===== src/rtl/sram_model_pkg.sv =====
package sram_model_pkg;

  localparam int LANE_BITS = 8;
  localparam int LANE_CNT  = 2;

  // One sample of the active-low control pins; lane_n[0] is the lower byte.
  typedef struct packed {
    logic                cs_n;
    logic                we_n;
    logic                oe_n;
    logic [LANE_CNT-1:0] lane_n;
  } pins_t;

  typedef enum logic [2:0] {
    M_DESEL  = 3'd0,
    M_NOLANE = 3'd1,
    M_WRITE  = 3'd2,
    M_READ   = 3'd3,
    M_OUTOFF = 3'd4
  } mode_e;

  localparam pins_t PINS_IDLE = '{cs_n: 1'b1, we_n: 1'b1, oe_n: 1'b1,
                                  lane_n: {LANE_CNT{1'b1}}};

endpackage


===== src/rtl/sram_pin_sampler.sv =====
module sram_pin_sampler
  import sram_model_pkg::*;
#(
  parameter int ADDR_W = 17,
  parameter int DATA_W = 16,
  parameter int MEM_AW = 10
) (
  input  logic                clk,
  input  logic                rst_n,
  input  pins_t               pins_i,
  input  logic [ADDR_W-1:0]   addr_i,
  input  logic [DATA_W-1:0]   din_i,
  output pins_t               cur_pins_o,
  output logic [MEM_AW-1:0]   cur_idx_o,
  output logic                prev_wr_o,
  output logic [LANE_CNT-1:0] prev_lane_n_o,
  output logic [MEM_AW-1:0]   prev_idx_o,
  output logic [DATA_W-1:0]   prev_din_o
);

  pins_t             cur_q;
  logic [MEM_AW-1:0] cur_idx_q;
  logic [DATA_W-1:0] cur_din_q;
  logic              cur_wr;

  // Upper address bits only alias onto the reduced array.
  generate
    if (MEM_AW < ADDR_W) begin : g_alias
      logic addr_hi_unused;
      assign addr_hi_unused = ^addr_i[ADDR_W-1:MEM_AW];
    end
  endgenerate

  // First stage: the pins as seen at this edge.
  always_ff @(posedge clk or negedge rst_n) begin
    if (!rst_n) begin
      cur_q     <= PINS_IDLE;
      cur_idx_q <= '0;
      cur_din_q <= '0;
    end else begin
      cur_q     <= pins_i;
      cur_idx_q <= addr_i[MEM_AW-1:0];
      cur_din_q <= din_i;
    end
  end

  assign cur_wr = !cur_q.cs_n && !cur_q.we_n;

  // Second stage: the write-relevant part of the previous sample.
  always_ff @(posedge clk or negedge rst_n) begin
    if (!rst_n) begin
      prev_wr_o     <= 1'b0;
      prev_lane_n_o <= '1;
      prev_idx_o    <= '0;
      prev_din_o    <= '0;
    end else begin
      prev_wr_o     <= cur_wr;
      prev_lane_n_o <= cur_q.lane_n;
      prev_idx_o    <= cur_idx_q;
      prev_din_o    <= cur_din_q;
    end
  end

  assign cur_pins_o = cur_q;
  assign cur_idx_o  = cur_idx_q;

endmodule


===== config.mk =====
export PLATFORM = sky130hd
export DESIGN_NAME = sram_pin_sampler
export DESIGN_NICKNAME = d
export VERILOG_FILES = /design/src/rtl/sram_model_pkg.sv /design/src/rtl/sram_pin_sampler.sv
export SDC_FILE = /design/constraint.sdc
export NUM_CORES = 1
export LEC_CHECK = 0
export ABC_AREA = 1
export BUFFER_PORTS_ARGS = -buffer_cell sky130_fd_sc_hd__buf_2
export CAP_MARGIN = 15
export CORE_MARGIN = 3
export CORE_UTILIZATION = 25
export CTS_CLUSTER_DIAMETER = 120
export CTS_CLUSTER_SIZE = 10
export DETAILED_ROUTE_END_ITERATION = 6
export PLACE_DENSITY = 0.5
export SYNTH_ARGS = -nofsm -noshare
export SYNTH_HDL_FRONTEND = slang
export SYNTH_SLANG_ARGS = --single-unit

===== constraint.sdc =====
create_clock -name clk -period 0.8 [get_ports clk]
set_input_delay 0.12 -clock clk [delete_from_list [all_inputs] [get_ports clk]]
set_output_delay 0.12 -clock clk [all_outputs]
set_load 0.005 [all_outputs]

Yosys cells after proc, flatten, opt, wreduce, memory -nomap -nowiden
Index checks and enable logic that the tools add are counted.

Input bits: 40. Register bits after elaboration: 60.

Reduce and logical (&&, ||, !) cells: 3.

Operator list (number): 1-bit logical NOT (2); 1-bit logical AND (1).

Logic depth before layout (Yosys ltp)
Word-level depth: 2. Gate-level depth with buffers: 1.

Worst setup path before layout
OpenSTA, ideal clock, no wires.

Kind: reg-to-reg. Start: register cur_q, in the netlist cur_pins_o[3]. End: register prev_wr_o. Path buffers: 0. Path slack: 0.134 ns. Library setup time: 0.115 ns. Cell stages (with the launch flop): 2. Arrival: 0.551 ns. Data required time: 0.685 ns. Cell sequence: dfstp_2 nor2_1.

Cells in the longest elaborated chain, start to end: 2.

RTL lines: start, declared (line sram_pin_sampler.sv:21) `pins_t cur_q;`; start signal, assigned (line sram_pin_sampler.sv:41) `cur_q <= pins_i;`; 1-bit logical NOT (line sram_pin_sampler.sv:47) `assign cur_wr = !cur_q.cs_n && !cur_q.we_n;`; 1-bit logical AND (line sram_pin_sampler.sv:47); via cur_wr (line sram_pin_sampler.sv:24) `logic cur_wr;`; end signal, assigned (line sram_pin_sampler.sv:57) `prev_wr_o <= cur_wr;`; end, declared (line sram_pin_sampler.sv:15) `output logic prev_wr_o,`.

The timed path passes the listed nets, and every way through them passes these cells.

Final worst setup path
Start: register cur_q, in the netlist cur_pins_o[1]. End: output cur_pins_o[1] (netlist bit).

RTL lines: end, declared (line sram_pin_sampler.sv:13) `output pins_t cur_pins_o,`.

No word-level cell between the ends.

==> results.md <==
* ANT cells at 0
* Reg clk slew, reported paths at 0.06 ns
* First DRT Iteration DRCs at 7
* Clock Power Share at 0.439
* Critical Path AT at 0.96 ns
* Gr ovfl total at 0
* Levels on crit path at 1
* Tot GR Track Use at 0.100
* Post-Route WL at 3220 um
* Slowest-stage cell, CP: dfstp_2
* DR DRC count at 0
* Hold Crit Class: primary input to asynchronous set/reset pin
* Sequential fraction of the synthesis area at 0.998
* Core Area at 5680 um^2
* Setup Skew at 0.00312 ns
* Number of I/O port buffers at 76
* Gate Count Post-Synth at 61
* Syn Area/Cell at 24.8 um^2
* Hold Vio Cnt, Final at 0
* Worst setup startpoint: cur_pins_o[1]
* Total power at 6.60 mW
* CP startpoint kind: flop
* Routability cong. at 0.750
* Leak at 1.30 nW
* Power Density at 2490 nW/um^2
* Pre-CTS WS at 0.0598 ns
* DP Wirelength at 2180 um
* Register-to-register setup slack at 0.08 ns
* Worst path bufs/invs at 1
* Critical path peak fanout at 2
* Initial core utilization at 0.267
* Flip-flop and latch area at 1510 um^2
* MaxCap Viol Count at 0
* Via count at 988
* Clk Latency, worst-skew pair at 0.33 ns
* CTS HTree Levels at 3
* Unique cell type count in the Yosys netlist at 3
* Status: finished with violations
* Setup CP Type: flop to output pin
* ANT nets after route at 0
* Area of the multi-input gates at 3.75 um^2
* Unrepaired setup endpoints after global routing: yes
* Area of the die at 7030 um^2
* CP top delay family: flip-flops
* Vias in the first global route at 1090
* Site Rows at 27
* Req. time, crit path at 0.68 ns
* Combinational Power Share at 0.068
* CTS tree: done
* Crit share post-route at 1.35
* Psw at 1.27 mW
* Clk sinks at 60
* Failing checks: negative setup slack
* Post-synthesis net count at 101
* CTS Root Cell: clkbuf_8
* Area Overhead vs Synth at 74.9%
* I/O pin total at 84
* R2R Path End: prev_idx_o[7]
* Largest net degree at the start of global routing at 40
* Tightest Pin Transition at 0.267 ns
* Longest Clk Path Bufs at 2
* CTS Buf Count at 9
* Worst R2R Start: cur_idx_o[7]
* Drt first pass iters at 2
* Worst-path cell chain: buf_2
* Synthesized area at 1510 um^2
* Die height at 83.8 um
* Peak supply drop at 1850 uV
* Routed WL per cell at 12.1 um
* Max-slew headroom at 0.822
* Switch share at 0.193
* Crit end category: output pin
* Fill count at 501
* Yosys reg bits at 60
* CP max stage delay at 0.53 ns
* Achievable frequency at 0.923 GHz
* Sequential Power Share at 0.493
* Initial antenna violation count at 0
* Internal power at 5.32 mW
* Synth warn at 0
* Final Critical Period at 1.08 ns
* Die width at 83.8 um
* Layout cells sized above 1 at 0.549
* Slew Viols, Final at 0
* First-pass GRT wire length at 5180 um
* Vias per cell at 3.70
* Worst reg-to-reg path cell count at 2
* Final net count at 230
* Worst Slack Setup Final at -0.283 ns
* Final setup violation count at 44
area by class of cell:
cell class                      instances  area share
Multi-Input combinational cell          1     0.00142
Clock buffer                           12      0.0548
Tap cell                               72      0.0340
Sequential cell                        60       0.570
Clock inverter                          4      0.0274
Timing Repair Buffer                  118       0.312
synth_stat cells:
cell type / instances / area share
dfrtp_1: 53 / 0.88
dfstp_2: 7 / 0.12
nor2_1: 1 / 0.0025
stage by stage:
step | cells | hold slack [ns] | area [um^2] | setup TNS, ns | util
2_1_floorplan | 61 | -0.176 | 1510 | 0 | -
3_3_place_gp | 211 | 0.108 | 2010 | 0 | 0.354
3_5_place_dp | 211 | 0.116 | 2010 | 0 | 0.354
4_1_cts | 266 | 0.291 | 2610 | -8.04 | 0.460
5_1_grt | 267 | 0.327 | 2650 | -8.70 | 0.466
6_report | 267 | 0.309 | 2650 | -6.76 | 0.466
how the worst max path moves through the flow:
stage,end
floorplan,prev_wr_o
global placement,prev_lane_n_o[0]
detailed placement,cur_pins_o[0]
CTS,cur_pins_o[1]
global route,cur_pins_o[1]
finish,cur_pins_o[1]
registers in the layout, summed over array words and instances, names as in the netlist:
name and count:
prev_wr_o 1, cur_idx_o 10, prev_lane_n_o 2, prev_din_o 16, prev_idx_o 10, cur_din_q 16, cur_pins_o 5
power by group through the flow:
stage	clock (mW)	sequential (mW)	combinational (mW)
final	2.89	3.25	0.449
after global routing	3.17	3.27	0.497
after CTS	3.02	3.25	0.442
after detailed placement	0	3.31	0.289
after global placement	0	3.30	0.283
after floorplan	0	3.32	0.000977
logic make-up (layout without fill, tap and decap cells):
| logic type | Yosys count | count (layout) | share of synthesized area |
|---|---|---|---|
| DFF | 60 | 60 | 0.998 |
| and+or+nand+nor | 1 | 1 | 0.00248 |
| buffers and inverters | 0 | 134 | 0 |
cells in the final DEF, fill, tap and decap left out:
cell	n
buf_2	70
dfrtp_1	53
dlygate4sd3_1	32
clkbuf_8	10
buf_4	9
dfstp_2	7
buf_6	6
bufinv_16	2
clkbuf_1	2
nor2_1	1
clkinvlp_4	1
clkinv_2	1
buf_12	1
metal layers:
| layer | up-vias | track usage | share of wire |
|---|---|---|---|
| li1 | 445 | - | - |
| met1 | 472 | 0.105 | 0.37 |
| met2 | 61 | 0.154 | 0.48 |
| met3 | 10 | 0.0573 | 0.12 |
| met4 | 0 | 0.0614 | 0.029 |
| met5 | - | 0 | 0 |
repair_timing:
action	in CTS	in global routing
gates resized for setup	1	5
setup buffers	7	1
setup endpoints to repair	44	44
endpoints found under the hold margin	85	0
gates cloned	0	0
hold buffers	32	0
(Power assumes the default switching activity.)
